File: src/rtl/udma_rx_pkg.sv
`timescale 1ns/1ps
package udma_rx_pkg;

    localparam int UDMA_WORD_W = 16;

    typedef enum logic [2:0] {
        ST_IDLE,
        ST_REQUEST,
        ST_XFER,
        ST_PAUSE,
        ST_DRAIN,
        ST_CLOSE
    } udma_state_t;

    function automatic logic [UDMA_WORD_W-1:0] crc16_step(
        input logic [UDMA_WORD_W-1:0] crc_in,
        input logic [UDMA_WORD_W-1:0] word,
        input logic [UDMA_WORD_W-1:0] poly
    );
        logic [UDMA_WORD_W-1:0] acc;
        logic                   fb;
        acc = crc_in;
        for (int i = UDMA_WORD_W - 1; i >= 0; i--) begin
            fb  = acc[UDMA_WORD_W-1] ^ word[i];
            acc = {acc[UDMA_WORD_W-2:0], 1'b0} ^ (fb ? poly : '0);
        end
        return acc;
    endfunction

endpackage

File: src/rtl/udma_strobe_edge.sv
`timescale 1ns/1ps
module udma_strobe_edge #(
    parameter int GAP_W = 3
) (
    input  logic             clk,
    input  logic             rst_n,
    input  logic             strobe,
    output logic             edge_o,
    output logic [GAP_W-1:0] gap_o
);
    logic strobe_q;

    assign edge_o = strobe ^ strobe_q;

    always_ff @(posedge clk or negedge rst_n) begin
        if (!rst_n) begin
            strobe_q <= 1'b1;
            gap_o    <= '1;
        end else begin
            strobe_q <= strobe;
            if (edge_o)
                gap_o <= '0;
            else if (gap_o != '1)
                gap_o <= gap_o + 1'b1;
        end
    end
endmodule

File: src/rtl/udma_hold_timer.sv
`timescale 1ns/1ps
module udma_hold_timer #(
    parameter int LIMIT = 8
) (
    input  logic clk,
    input  logic rst_n,
    input  logic restart,
    output logic done
);
    localparam int CNT_W = $clog2(LIMIT + 1);
    localparam logic [CNT_W-1:0] LAST = CNT_W'(LIMIT - 1);

    logic [CNT_W-1:0] cnt;

    assign done = (cnt == LAST);

    always_ff @(posedge clk or negedge rst_n) begin
        if (!rst_n)
            cnt <= '0;
        else if (restart)
            cnt <= '0;
        else if (!done)
            cnt <= cnt + 1'b1;
    end
endmodule

File: src/rtl/udma_crc_acc.sv
`timescale 1ns/1ps
module udma_crc_acc
    import udma_rx_pkg::*;
#(
    parameter logic [UDMA_WORD_W-1:0] POLY = 16'h1021,
    parameter logic [UDMA_WORD_W-1:0] SEED = 16'h4ABA
) (
    input  logic                   clk,
    input  logic                   rst_n,
    input  logic                   reseed,
    input  logic                   step,
    input  logic [UDMA_WORD_W-1:0] word,
    output logic [UDMA_WORD_W-1:0] crc
);
    always_ff @(posedge clk or negedge rst_n) begin
        if (!rst_n)
            crc <= SEED;
        else if (reseed)
            crc <= SEED;
        else if (step)
            crc <= crc16_step(crc, word, POLY);
    end
endmodule

File: src/rtl/udma_out_rx.sv
`timescale 1ns/1ps
module udma_out_rx
    import udma_rx_pkg::*;
#(
    parameter int T_SR         = 4,
    parameter int T_RP         = 8,
    parameter int PAUSE_STRAYS = 3,
    parameter logic [UDMA_WORD_W-1:0] CRC_POLY = 16'h1021,
    parameter logic [UDMA_WORD_W-1:0] CRC_SEED = 16'h4ABA
) (
    input  logic                   clk,
    input  logic                   rst_n,
    input  logic                   xfer_req,
    input  logic                   end_req,
    input  logic                   pause_req,
    input  logic                   cmd_start,
    input  logic                   host_strobe,
    input  logic                   host_stop,
    input  logic                   dma_ack,
    input  logic [UDMA_WORD_W-1:0] host_data,
    output logic                   dma_req,
    output logic                   dev_ready,
    output logic [UDMA_WORD_W-1:0] word_data,
    output logic                   word_valid,
    output logic                   crc_err
);
    localparam int GAP_W   = $clog2(T_SR + 2);
    localparam int STRAY_W = $clog2(PAUSE_STRAYS + 3);
    localparam logic [GAP_W-1:0]   SR_LIM    = GAP_W'(T_SR);
    localparam logic [STRAY_W-1:0] LIM_FAST  = STRAY_W'(1);
    localparam logic [STRAY_W-1:0] LIM_SLOW  = STRAY_W'(2);
    localparam logic [STRAY_W-1:0] LIM_PAUSE = STRAY_W'(PAUSE_STRAYS);

    udma_state_t state_q, state_d;

    logic                   strobe_edge;
    logic [GAP_W-1:0]       edge_gap;
    logic                   hold_done;
    logic                   hold_restart;
    logic [UDMA_WORD_W-1:0] crc_run;
    logic                   crc_reseed;
    logic                   accept;
    logic                   have_word;
    logic [STRAY_W-1:0]     stray_cnt;
    logic [STRAY_W-1:0]     stray_lim;
    logic                   dma_ack_q;
    logic                   ack_fall;
    logic                   end_fast;
    logic                   enter_drain;
    logic                   enter_pause;

    udma_strobe_edge #(.GAP_W(GAP_W)) u_edge (
        .clk    (clk),
        .rst_n  (rst_n),
        .strobe (host_strobe),
        .edge_o (strobe_edge),
        .gap_o  (edge_gap)
    );

    udma_hold_timer #(.LIMIT(T_RP)) u_hold (
        .clk     (clk),
        .rst_n   (rst_n),
        .restart (hold_restart),
        .done    (hold_done)
    );

    udma_crc_acc #(.POLY(CRC_POLY), .SEED(CRC_SEED)) u_crc (
        .clk    (clk),
        .rst_n  (rst_n),
        .reseed (crc_reseed),
        .step   (accept),
        .word   (host_data),
        .crc    (crc_run)
    );

    assign ack_fall     = dma_ack_q & ~dma_ack;
    assign end_fast     = strobe_edge || (edge_gap < SR_LIM);
    assign enter_drain  = (state_q == ST_XFER) && (state_d == ST_DRAIN);
    assign enter_pause  = (state_q == ST_XFER) && (state_d == ST_PAUSE);
    assign hold_restart = enter_drain;
    assign crc_reseed   = (state_q == ST_REQUEST) && (state_d == ST_XFER);

    // Word acceptance: free in XFER, rationed in PAUSE and DRAIN
    always_comb begin
        accept = 1'b0;
        if (strobe_edge) begin
            unique case (state_q)
                ST_XFER:           accept = 1'b1;
                ST_PAUSE, ST_DRAIN: accept = (stray_cnt < stray_lim);
                default:           accept = 1'b0;
            endcase
        end
    end

    // State register
    always_ff @(posedge clk or negedge rst_n) begin
        if (!rst_n)
            state_q <= ST_IDLE;
        else
            state_q <= state_d;
    end

    // Next-state logic
    always_comb begin
        state_d = state_q;
        unique case (state_q)
            ST_IDLE:    if (xfer_req) state_d = ST_REQUEST;
            ST_REQUEST: if (dma_ack)  state_d = ST_XFER;
            ST_XFER: begin
                if (host_stop)
                    state_d = ST_CLOSE;
                else if (end_req && have_word)
                    state_d = ST_DRAIN;
                else if (pause_req)
                    state_d = ST_PAUSE;
            end
            ST_PAUSE:   if (!pause_req) state_d = ST_XFER;
            ST_DRAIN:   if (hold_done)  state_d = ST_CLOSE;
            ST_CLOSE:   if (ack_fall)   state_d = ST_IDLE;
            default:    state_d = ST_IDLE;
        endcase
    end

    // Handshake outputs decoded from state
    always_comb begin
        dma_req   = 1'b0;
        dev_ready = 1'b0;
        unique case (state_q)
            ST_REQUEST, ST_PAUSE, ST_DRAIN: dma_req = 1'b1;
            ST_XFER: begin
                dma_req   = 1'b1;
                dev_ready = 1'b1;
            end
            default: ;
        endcase
    end

    // Datapath and bookkeeping registers
    always_ff @(posedge clk or negedge rst_n) begin
        if (!rst_n) begin
            dma_ack_q  <= 1'b0;
            word_valid <= 1'b0;
            word_data  <= '0;
            have_word  <= 1'b0;
            stray_cnt  <= '0;
            stray_lim  <= '0;
            crc_err    <= 1'b0;
        end else begin
            dma_ack_q  <= dma_ack;
            word_valid <= accept;
            if (accept)
                word_data <= host_data;

            if (crc_reseed)
                have_word <= 1'b0;
            else if (accept)
                have_word <= 1'b1;

            if (enter_drain) begin
                stray_cnt <= '0;
                stray_lim <= end_fast ? LIM_FAST : LIM_SLOW;
            end else if (enter_pause) begin
                stray_cnt <= '0;
                stray_lim <= LIM_PAUSE;
            end else if (accept && (state_q != ST_XFER)) begin
                stray_cnt <= stray_cnt + 1'b1;
            end

            if ((state_q == ST_CLOSE) && ack_fall && (host_data != crc_run))
                crc_err <= 1'b1;
            else if (cmd_start)
                crc_err <= 1'b0;
        end
    end

endmodule

File: config.mk
export PLATFORM = sky130hd
export DESIGN_NAME = udma_out_rx
export DESIGN_NICKNAME = d
export VERILOG_FILES = /design/src/rtl/udma_rx_pkg.sv /design/src/rtl/udma_strobe_edge.sv /design/src/rtl/udma_hold_timer.sv /design/src/rtl/udma_crc_acc.sv /design/src/rtl/udma_out_rx.sv
export SDC_FILE = /design/constraint.sdc
export NUM_CORES = 1
export LEC_CHECK = 0
export BUFFER_PORTS_ARGS = -buffer_cell sky130_fd_sc_hd__buf_2
export CORE_ASPECT_RATIO = 0.8
export CORE_MARGIN = 1.5
export CORE_UTILIZATION = 55
export CTS_BUF_LIST = sky130_fd_sc_hd__clkbuf_4 sky130_fd_sc_hd__clkbuf_8 sky130_fd_sc_hd__clkbuf_16
export DETAILED_ROUTE_END_ITERATION = 8
export PLACE_DENSITY = 0.78
export RECOVER_POWER = 25
export REMOVE_ABC_BUFFERS = 1
export SYNTH_ARGS = -nofsm -noshare
export SYNTH_HDL_FRONTEND = slang
export SYNTH_SLANG_ARGS = --single-unit
File: constraint.sdc
create_clock -name clk -period 2.5 [get_ports clk]
set_clock_uncertainty 0.15 [all_clocks]
set_input_delay 0.125 -clock clk [delete_from_list [all_inputs] [get_ports clk]]
set_output_delay 0.125 -clock clk [all_outputs]
set_load 0.01 [all_outputs]
# Word-level counts from Yosys, hierarchy flattened
# Cells that the tools add are included.
word_totals:
  register_bits: 53
  in_bits: 25
  output_inout_bits: 20
  word_cells: 126
classes:
  add_sub_neg: 3
  magnitude_cmp: 2
  n_eq_ne: 13
  muxes: 45
  n_bitwise: 35
  reduce_logical: 16
op_table:
  columns: ["cell", "n"]
  rows:
  - ["16-bit XOR", 16]
  - ["13-bit 2-to-1 mux", 16]
  - ["3-bit 2-to-1 mux", 15]
  - ["16-bit 2-to-1 mux", 2]
  - ["3-bit one-hot mux with 6 select lines", 1]
  - ["1-bit XOR", 17]
  - ["16-bit inequality test", 1]
  - ["3-bit by 2-bit == test with 1-bit output, second input constant", 4]
  - ["3-bit == test, second input constant", 3]
  - ["4-bit 2-to-1 mux", 2]
  - ["2-bit nonzero test", 4]
  - ["1-bit logical AND", 7]
  - ["1-bit 2-to-1 mux", 7]
  - ["3-bit by 1-bit adder with 3-bit output, second input constant", 2]
  - ["4-bit by 1-bit adder with 4-bit output, second input constant", 1]
  - ["4-bit by 3-bit == test with 1-bit output, second input constant", 1]
  - ["4-bit OR reduction", 1]
  - ["3-bit by 1-bit == test with 1-bit output, second input constant", 1]
  - ["3-bit logical NOT", 1]
  - ["3-bit < comparator", 1]
  - ["3-bit < comparator, second input constant", 1]
  - ["3-bit by 2-bit inequality test with 1-bit output, second input constant", 1]
  - ["3-bit inequality test, second input constant", 1]
  - ["3-bit nonzero test", 1]
  - ["other kinds (7)", 7]

# Longest topological paths before layout
# Gate-level depths: netlist of run 1.
logic_depth:
  word_depth: 50
  mapped_depth: 11
  mapped_depth_nobuf: 9

# Modules after synthesis
# From an unflattened synthesis of run 1, not the netlist that was laid out.
unflattened:
  hier_cells: 265
  area_unflattened_um2: 3160.5
modules_own_cells:
  columns: ["mod", "instances", "cells_each", "area_each_um2", "seq_area_each_um2"]
  rows:
  - ["udma_out_rx", 1, 123, 1487.7, 700.7]
  - ["udma_crc_acc", 1, 111, 1276.2, 410.4]
  - ["udma_hold_timer", 1, 18, 210.2, 100.1]
  - ["udma_strobe_edge", 1, 13, 186.4, 105.1]

# Worst setup path after synthesis of run 1
# OpenSTA, ideal clock, no wires.
synth_path:
  path_type: "flip-flop to flip-flop"
  startpoint: "register u_crc.crc[5]"
  endpoint: "register u_crc.crc[13]"
  setup_ns: 0.069
  arrival_time_ns: 1.965
  required_time_ns: 2.281
  setup_slack_ns: 0.316
  path_stages_with_launch: 7
  path_buffers: 0
  synth_period_minus_slack_ns: 2.184
  cell_sequence: "dfstp_2 xor2_1 xor3_2 xnor2_1 xor2_1 or3_1 nand3_1"
synth_between:
  elab_chain_cells: 22
synth_lines:
  columns: ["element", "line", "source"]
  rows:
  - ["start: declaration", "udma_crc_acc.sv:13", "output logic [UDMA_WORD_W-1:0] crc"]
  - ["start signal: assignment", "udma_crc_acc.sv:21", "crc <= crc16_step(crc, word, POLY);"]
  - ["16-bit XOR (10 in series)", "udma_rx_pkg.sv:25", "acc = {acc[UDMA_WORD_W-2:0], 1'b0} ^ (fb ? poly : '0);"]
  - ["1-bit XOR", "udma_rx_pkg.sv:24", "fb = acc[UDMA_WORD_W-1] ^ word[i];"]
  - ["13-bit 2-to-1 mux", "udma_rx_pkg.sv:25", null]
  - ["16-bit XOR (4 in series)", "udma_rx_pkg.sv:25", null]
  - ["1-bit XOR", "udma_rx_pkg.sv:24", null]
  - ["13-bit 2-to-1 mux", "udma_rx_pkg.sv:25", null]
  - ["16-bit XOR (2 in series)", "udma_rx_pkg.sv:25", null]
  - ["16-bit 2-to-1 mux", "udma_crc_acc.sv:20", "else if (step)"]
  - ["16-bit 2-to-1 mux", "udma_crc_acc.sv:18", "else if (reseed)"]
# No other way between the ends. The select of a mux whose other input is x is not followed.
# A chain may end at the register's enable or synchronous reset.

# Final worst setup path of run 1
layout_path:
  startpoint: "register stray_cnt[1]"
  endpoint: "register stray_cnt[0]"
layout_between:
  elab_chain_cells: 5
layout_lines:
  columns: ["element", "line", "source"]
  rows:
  - ["start: declaration", "udma_out_rx.sv:44", "logic [STRAY_W-1:0] stray_cnt;"]
  - ["start signal: assignment", "udma_out_rx.sv:166", "stray_cnt <= stray_cnt + 1'b1;"]
  - ["3-bit < comparator", "udma_out_rx.sv:89", "ST_PAUSE, ST_DRAIN: accept = (stray_cnt < stray_lim);"]
  - ["1-bit one-hot mux with 2 select lines", "udma_out_rx.sv:87", "unique case (state_q)"]
  - ["1-bit 2-to-1 mux", "udma_out_rx.sv:86", "if (strobe_edge) begin"]
  - ["1-bit logical AND", "udma_out_rx.sv:165", "end else if (accept && (state_q != ST_XFER)) begin"]
  - ["3-bit nonzero test (no line)", null, null]
# No other way between the ends.

==> metrics, run 1 <==
status=finished clean; P per Cell Area=approximately 1400 nW/um^2; initial antenna violation count=0; clock tree buffer depth=2; Hold Crit Class=in -> reg; row count=23; Seq/Total Area, Yosys=between 40% and 50%; die width=~83 um; Placed Cells incl. Taps=391; most used flip-flop cell after synthesis=dfrtp_1; Synth Area in Adders=2.209%; final wirelength=5777 um; complex-gate fraction of the synthesized area=8.926%; H-tree levels=2; Worst-Margin Slew=1.376 ns; max_cap viols=0; CP Max Fanout=23; Async S/R FF share, synth=100.0%; Vias/cell=about 5.2; Synth Area in XOR/XNOR=21.83%; Die Span Y=67.18 um; count of input and output buffers=44; post-CTS setup buffers=0; Setup CP Type=reg -> reg; CP delay by family, top=buffers and inverters; fin cells=421; drt pass-1 iters=4; Mapped Cells=284; DR iter-0 viols=130; total power=just under 5 mW; Initial Utilization=between 50% and 60%; CP Capture Type=flip-flop; RSZ-0062 raised after global routing=false; f_max=0.4225 GHz; Simple-Gate Fraction of Synth Area=16.75%; startpoint types=flip-flop; CTS Buf Count=5; Leakage=~1.6 nW; pre-CTS setup slack=0.07871 ns; # DRC=0; final setup vio count=0; crit path DAT=2.39 ns; Ports=45; final net count=around 390; Tmin final=between 2 and 2.5 ns; Peak VDD IR=~0.8 mV; latest clock arrival within the worst-skew pair=just over 0.3 ns; largest family of logic cells by synthesized area=XOR/XNOR gates; DPL Wire Length=4100 um; Final Hold Vio Count=0; DIE AREA=5590 sq um; EDFF count, synth=0; DR WL/cell=13.72 um; P&R area growth vs syn=24.26%; first-pass GRT wire length=10130 um; Worst Path Required=2.52 ns; ant diodes=0; final slew viol count=0; Post-DRT Antenna Nets=0; number of clock sinks=52; via count=approximately 2200; CP max stage delay=0.42 ns; final period utilization=94.66%; Syn Area/Cell=roughly 10 sq um; crit-path cells=ha_1 -> or2_1 -> a2111oi_1 -> buf_4 -> o31ai_4 -> inv_2 -> buf_12 -> nand2_1 -> xor2_1 -> nor2_1; Cell variety after synth=approximately 40; layout filler cell count=approximately 380; Total Routing Usage GR=roughly 23%; routability cong.=about 0.86; layout cell share with drive strength beyond 1=23.96%; TritonCTS clock tree=yes; core footprint=4979 sq um; Syn. warnings=0; Clock transition at path regs=0.10 ns; area of the mapped netlist=approximately 2800 sq um; Root Driver=clkbuf_8; Max-slew headroom=8.264%; FF+latch count, synth=52; post-synthesis mux area share=under 10%; total grt overflow=0; vias in the first global route=2123; Slowest cell on crit path=dfrtp_1; pin count of the biggest net entering global routing=31; post-route setup slack=0.1334 ns; Buf/Inv on CP=3
[layout make-up]
cell class | count | area [sq um] | share of cell area, %
inverter | 7 | 26.28 | 0.7468
sequential | 52 | 1316 | 37.41
clock inverter | 1 | 7.507 | 0.2134
timing repair buffer | 78 | 549.3 | 15.61
clock buffer | 7 | 90.09 | 2.560
multi-input combinational | 214 | 1451 | 41.25
tap | 62 | 77.57 | 2.205
[worst register-to-register path: stages (launching register included)]
cell       delay [ns]
dfrtp_1          0.42
ha_1             0.19
or2_1            0.22
a2111oi_1        0.37
buf_4            0.19
o31ai_4          0.07
inv_2            0.14
buf_12           0.17
nand2_1          0.11
xor2_1           0.16
nor2_1           0.05
[sequential cells by signal, summed over array words and instances (netlist names)]
name,count
word_data,16
have_word,1
word_valid,1
dma_ack_q,1
u_edge.strobe_q,1
stray_lim,2
state_q,3
u_hold.cnt,4
u_crc.crc,16
stray_cnt,3
u_edge.gap_o,3
crc_err,1
[worst paths after layout]
kind,from,endpoint,slack [ns],depth (start not counted)
worst max-delay path,stray_cnt[1]$_DFFE_PN0P_,stray_cnt[0]$_DFFE_PN0P_,0.13,10
worst min-delay path,pause_req,state_q[0]$_DFF_PN0_,0.08,4
worst max register to register,stray_cnt[1]$_DFFE_PN0P_,stray_cnt[0]$_DFFE_PN0P_,0.13,10
worst min register to register,word_data[8]$_DFFE_PN0P_,word_data[8]$_DFFE_PN0P_,0.32,2
max in group asynchronous,rst_n,u_crc.crc[14]$_DFFE_PN1P_,0.82,3
min in group asynchronous,rst_n,u_hold.cnt[3]$_DFFE_PN0P_,0.50,2
[per-stage QoR]
stage                     utilization, %  hold slack [ns]  TNS [ns]  instance area [sq um]
after floorplan                        -          -0.3206    -16.71                   2780
after global placement             64.31        0.0006903         0                   3202
after detailed placement           64.31         0.002818         0                   3202
after CTS                          70.70          0.08007         0                   3520
after global routing               70.67           0.1006         0                   3518
final                              70.67          0.08303         0                   3518
[power by group]
part           total [mW]  switching, mW  internal (mW)  leakage [nW]
Clock               0.513          0.277          0.236        0.0479
Combinational        2.82           1.44           1.38         0.969
Sequential           1.50          0.270           1.23         0.628
Total                4.84           1.99           2.85          1.65
[synth_stat cells (3+ instances only)]
cell type  count  share of area [%]
nand2_1       63                8.4
dfrtp_1       40                 35
xnor2_1       28                8.7
nor2_1        21                2.8
xor2_1        13                4.0
dfstp_2       12                 11
a21oi_1       11                1.9
buf_2          8                1.4
xnor2_2        8                4.6
nor3_1         7                1.2
nand3_1        6                1.1
o21ai_1        6                1.1
ha_1           5                2.2
inv_1          4               0.53
o21ai_0        4               0.71
o22a_1         4                1.2
and3_1         3               0.66
inv_2          3               0.40
mux2i_1        3                1.1
nand4_1        3               0.66
or3_1          3               0.66
[logic make-up (layout without fill, tap and decap cells)]
| group | Yosys count | count (layout) |
|---|---|---|
| AND/OR/NAND/NOR | 112 | 112 |
| XOR/XNOR | 55 | 55 |
| buffers and inverters | 18 | 93 |
| AO/OA/AOI/OAI | 39 | 39 |
| multiplexers | 3 | 3 |
| adder cells (fa/ha/maj) | 5 | 5 |
| flip-flops | 52 | 52 |
[metal layers]
layer	global-route usage (%)	part of all wire, %	up-vias
met4	5.000	0.55	0
met2	35.77	44	49
met5	0	0	-
li1	-	-	1087
met1	34.00	51	1033
met3	4.401	3.8	4
[placed cells by master, fill, tap and decap left out, types with 3 or more instances in the layout]
master and n:
o21ai_1 6, nor3_1 7, clkbuf_8 6, nand3_1 6, inv_2 3, o21ai_0 4
o22a_1 4, buf_4 9, dfstp_2 12, inv_1 4, a21oi_1 11, and3_1 3
xnor2_1 28, ha_1 5, nand2_1 63, dfrtp_1 40, xnor2_2 8, clkbuf_1 8
xor2_1 13, nand4_1 3, or3_1 3, mux2i_1 3, dlygate4sd3_1 22, buf_2 36
nor2_1 21
[timing repair]
action / in CTS / in global routing
endpoints found under the hold margin: 41 / 0
hold buffers: 22 / 0
gates resized for setup: 0 / 4
endpoints found under the setup margin: 0 / 6
Power figures use the tool's default switching activity.
==> run 2, diff against run 1 <==
--- a/config.mk
+++ b/config.mk
@@ -9,11 +9,12 @@
 export CORE_ASPECT_RATIO = 0.8
 export CORE_MARGIN = 1.5
 export CORE_UTILIZATION = 55
-export CTS_BUF_LIST = sky130_fd_sc_hd__clkbuf_4 sky130_fd_sc_hd__clkbuf_8 sky130_fd_sc_hd__clkbuf_16
+export CTS_BUF_LIST = sky130_fd_sc_hd__clkbuf_4 sky130_fd_sc_hd__clkbuf_8
 export DETAILED_ROUTE_END_ITERATION = 8
-export PLACE_DENSITY = 0.78
+export PLACE_DENSITY = 0.77
 export RECOVER_POWER = 25
 export REMOVE_ABC_BUFFERS = 1
 export SYNTH_ARGS = -nofsm -noshare
 export SYNTH_HDL_FRONTEND = slang
+export SYNTH_HIERARCHICAL = 1
 export SYNTH_SLANG_ARGS = --single-unit
==> run 2 against run 1 <==
Compared with the run above: wire length rose by 12%; power increased by 19%; core utilization decreased by 0.68 points; count of clock-buffer cells in the layout is 1 lower; non-clock buffer count down 3; sequential cell count did not move; cell count decreased by 0.48%; highest routed layer unchanged; register-to-register slack lost 0.03 ns.
==> metrics, run 2 <==
vias in the first global route=2186 (was 2123); crit path DAT=2.44 ns (was 2.39 ns); Initial Utilization=57.51% (was 56.87%); CP Capture Type=flip-flop (unchanged); DR WL/cell=15.50 um (was 13.72 um); area of the mapped netlist=3161 sq um (was 2831 sq um); Cell variety after synth=55 (was 41); DIE AREA=6213 sq um (was 5590 sq um); P per Cell Area=1497 nW/um^2 (was 1375 nW/um^2); CP Max Fanout=3 (was 23); final wirelength=6493 um (was 5777 um); Syn Area/Cell=11.93 sq um (was 9.970 sq um); Setup CP Type=reg -> reg (unchanged); final net count=370 (was 388); latest clock arrival within the worst-skew pair=0.30 ns (was 0.31 ns); f_max=0.4181 GHz (was 0.4225 GHz); CP delay by family, top=multiplexers (was buffers and inverters); Max-slew headroom=6.794% (was 8.264%); routability cong.=0.8800 (was 0.8576); Syn. warnings=6 (was 0); commonest cells after routing, fill and taps aside=dfrtp_1 (40), xnor2_1 (37), buf_2 (37) (was nand2_1 (63), dfrtp_1 (40), buf_2 (36)); clock tree buffer depth=2 (unchanged); Seq pwr share=27.4% (was 31.0%); Clock transition at path regs=0.10 ns (about the same); DPL Wire Length=4763 um (was 4100 um); Synth Area in Adders=1.979% (was 2.209%); die width=87.75 um (was 83.22 um); startpoint types=flip-flop (unchanged); Async S/R FF share, synth=100.0% (unchanged); post-CTS setup buffers=0 (unchanged); Leakage=1.723 nW (was 1.645 nW); FF+latch count, synth=52 (unchanged); Seq/Total Area, Yosys=41.65% (was 46.49%); via count=2198 (was 2173); ant diodes=0 (unchanged); Yosys top cell area share=31.67% (was 35.35%); P&R area growth vs syn=21.69% (was 24.26%); drt pass-1 iters=4 (unchanged); Synth area leader=dfrtp_1 (unchanged); Root Driver=clkbuf_8 (unchanged); Post-DRT Antenna Nets=0 (unchanged); final period utilization=95.68% (was 94.66%); status=finished clean (unchanged); combinational share of power=62.3% (was 58.4%); # DRC=0 (unchanged); final setup vio count=0 (unchanged); first-pass GRT wire length=10400 um (was 10130 um); core footprint=5495 sq um (was 4979 sq um); total grt overflow=0 (unchanged); post-synthesis mux area share=9.422% (was 1.061%); final slew viol count=0 (unchanged); Regs by FF count=u_crc/crc: 16 flops, word_data: 16 flops, u_hold/cnt: 4 flops (was u_crc.crc: 16 flops, word_data: 16 flops, u_hold.cnt: 4 flops); Hold Crit Class=in -> reg (unchanged); CTS Buf Count=5 (unchanged); H-tree levels=2 (unchanged); sw frac=39.81% (was 41.15%); Synth Area in XOR/XNOR=24.66% (was 21.83%); most frequent cells after synthesis=dfrtp_1 (40), xnor2_1 (37), nor2_1 (19), nand2_1 (13), xor2_1 (13) (was nand2_1 (63), dfrtp_1 (40), xnor2_1 (28), nor2_1 (21), xor2_1 (13)); synth top area cells=dfrtp_1 (32%), xnor2_1 (10%), dfstp_2 (10%), mux2_4 (4.3%), xnor2_2 (4.1%) (was dfrtp_1 (35%), dfstp_2 (11%), xnor2_1 (8.7%), nand2_1 (8.4%), xnor2_2 (4.6%)); pin count of the biggest net entering global routing=29 (was 31); Slowest cell on crit path=dfrtp_1 (unchanged); layout filler cell count=422 (was 384); Peak VDD IR=0.8298 mV (was 0.7991 mV); DP Area=3537 sq um (was 3202 sq um); top-count cell post-synth=dfrtp_1 (was nand2_1); DR iter-0 viols=104 (was 130); complex-gate fraction of the synthesized area=9.382% (was 8.926%); Design Area, Final=3846 sq um (was 3518 sq um); Placed Cells incl. Taps=392 (was 391); number of clock sinks=52 (unchanged); row count=24 (was 23); Clk pwr share=10.3% (was 10.6%); Mapped Cells=265 (was 284); fin cells=419 (was 421); Total Routing Usage GR=21.88% (was 22.99%); max_cap viols=0 (unchanged); Worst Path Required=2.54 ns (was 2.52 ns); Most common cell on crit path=inv_2; EDFF count, synth=0 (unchanged); Worst-Margin Slew=1.398 ns (was 1.376 ns); CP max stage delay=0.39 ns (was 0.42 ns); Vias/cell=5.246 (was 5.162); TritonCTS clock tree=yes (unchanged); layout cell share with drive strength beyond 1=33.14% (was 23.96%); net switching power=2.292 mW (was 1.990 mW); commonest non-fill, non-tap cell in the layout=dfrtp_1 (was nand2_1); initial antenna violation count=0 (unchanged); Final Hold Vio Count=0 (unchanged); Die Span Y=70.80 um (was 67.18 um); Ports=45 (unchanged); largest family of logic cells by synthesized area=XOR/XNOR gates (unchanged); count of input and output buffers=44 (unchanged); Buf/Inv on CP=3 (unchanged); Simple-Gate Fraction of Synth Area=10.25% (was 16.75%); most used flip-flop cell after synthesis=dfrtp_1 (unchanged); internal power=3.466 mW (was 2.846 mW); Tmin final=2.392 ns (was 2.367 ns); crit-path cells=inv_2 -> ha_4 -> a211o_4 -> nor3_4 -> o21ai_4 -> inv_2 -> inv_2 -> or2_1 -> mux2i_1 -> mux2_1 (was ha_1 -> or2_1 -> a2111oi_1 -> buf_4 -> o31ai_4 -> inv_2 -> buf_12 -> nand2_1 -> xor2_1 -> nor2_1)
[run 2: cell types whose count changed after synthesis, sizes merged, moves of 4 or more]
| cell | delta |
|---|---|
| a211oi | +6 |
| o22a | -4 |
| nand2 | -50 |
| buf | -5 |
| mux2 | +19 |
| nand3 | -4 |
| nand2b | +5 |
| xnor2 | +10 |
[run 2: worst register-to-register path, stage by stage (launching register included)]
cell	delay, ns
dfrtp_1	0.39
inv_2	0.08
ha_4	0.20
a211o_4	0.36
nor3_4	0.20
o21ai_4	0.09
inv_2	0.08
inv_2	0.04
or2_1	0.21
mux2i_1	0.15
mux2_1	0.33
[run 2: cell families (layout without fill, tap and decap cells)]
logic type	count (synthesis)	after routing
xor gates and xnor gates	67	67
and+or+nand+nor	61	61
DFF	52	52
AOI/OAI and AO/OA	40	40
muxes	24	24
buffers and inverters	16	92
adders and majority gates	5	5
[run 2: worst paths after layout]
kind / from / to / slack, ns / depth (start not counted)
setup / recovery: stray_lim[1]$_DFFE_PN0P_ / u_crc/crc[12]$_DFFE_PN0P_ / 0.11 / 10
hold / removal: pause_req / stray_lim[1]$_DFFE_PN0P_ / 0.009 / 3
setup reg to reg: stray_lim[1]$_DFFE_PN0P_ / u_crc/crc[12]$_DFFE_PN0P_ / 0.11 / 10
hold reg to reg: u_hold/cnt[3]$_DFFE_PN0P_ / u_hold/cnt[2]$_DFFE_PN0P_ / 0.36 / 1
max in group asynchronous: rst_n / u_crc/crc[5]$_DFFE_PN1P_ / 0.82 / 3
min in group asynchronous: rst_n / word_data[12]$_DFFE_PN0P_ / 0.51 / 2
[run 2: per-layer routing]
metal,GRT usage (%),up-vias,wire (um),part of all wire [%]
li1,-,1058,-,-
met1,31.93,1079,3206,49
met2,34.94,59,3038,47
met3,3.617,2,232,3.6
met4,3.880,0,15,0.23
met5,0,-,0,0
[run 2: final cells by class]
class | count | area [sq um] | area share [%]
multi-input cells | 197 | 1779 | 46.26
flip-flops and latches | 52 | 1316 | 34.22
repair buffers | 75 | 504.2 | 13.11
well taps | 78 | 97.59 | 2.537
clock buffers | 6 | 76.32 | 1.984
clock inverters | 2 | 38.79 | 1.008
inverters | 9 | 33.78 | 0.8783
[run 2: stage by stage]
stage	total power [mW]	worst slack (ns)	TNS [ns]	util (%)	hold slack (ns)
global route	6.103	-0.003754	-0.003754	69.99	0.003698
finish	5.758	0.1080	0	69.99	0.008849
detailed placement	5.093	0.02333	0	64.37	0.01025
CTS	5.746	0.003074	0	69.92	0.006469
floorplan	4.296	-0.5954	-1.406	-	-0.3206
global placement	4.992	0.09993	0	64.37	0.009271
[run 2: power groups by stage]
stage	clock (mW)	sequential [mW]	combinational [mW]
floorplan	0	1.61	2.69
detailed placement	0	1.59	3.51
finish	0.592	1.58	3.59
CTS	0.604	1.57	3.57
global placement	0	1.56	3.43
global route	0.637	1.63	3.83
[run 2: repair_timing]
action	in CTS	in global routing
gates resized for setup	0	4
setup endpoints to repair	0	1
hold buffers	19	0
hold endpoints to repair	32	0
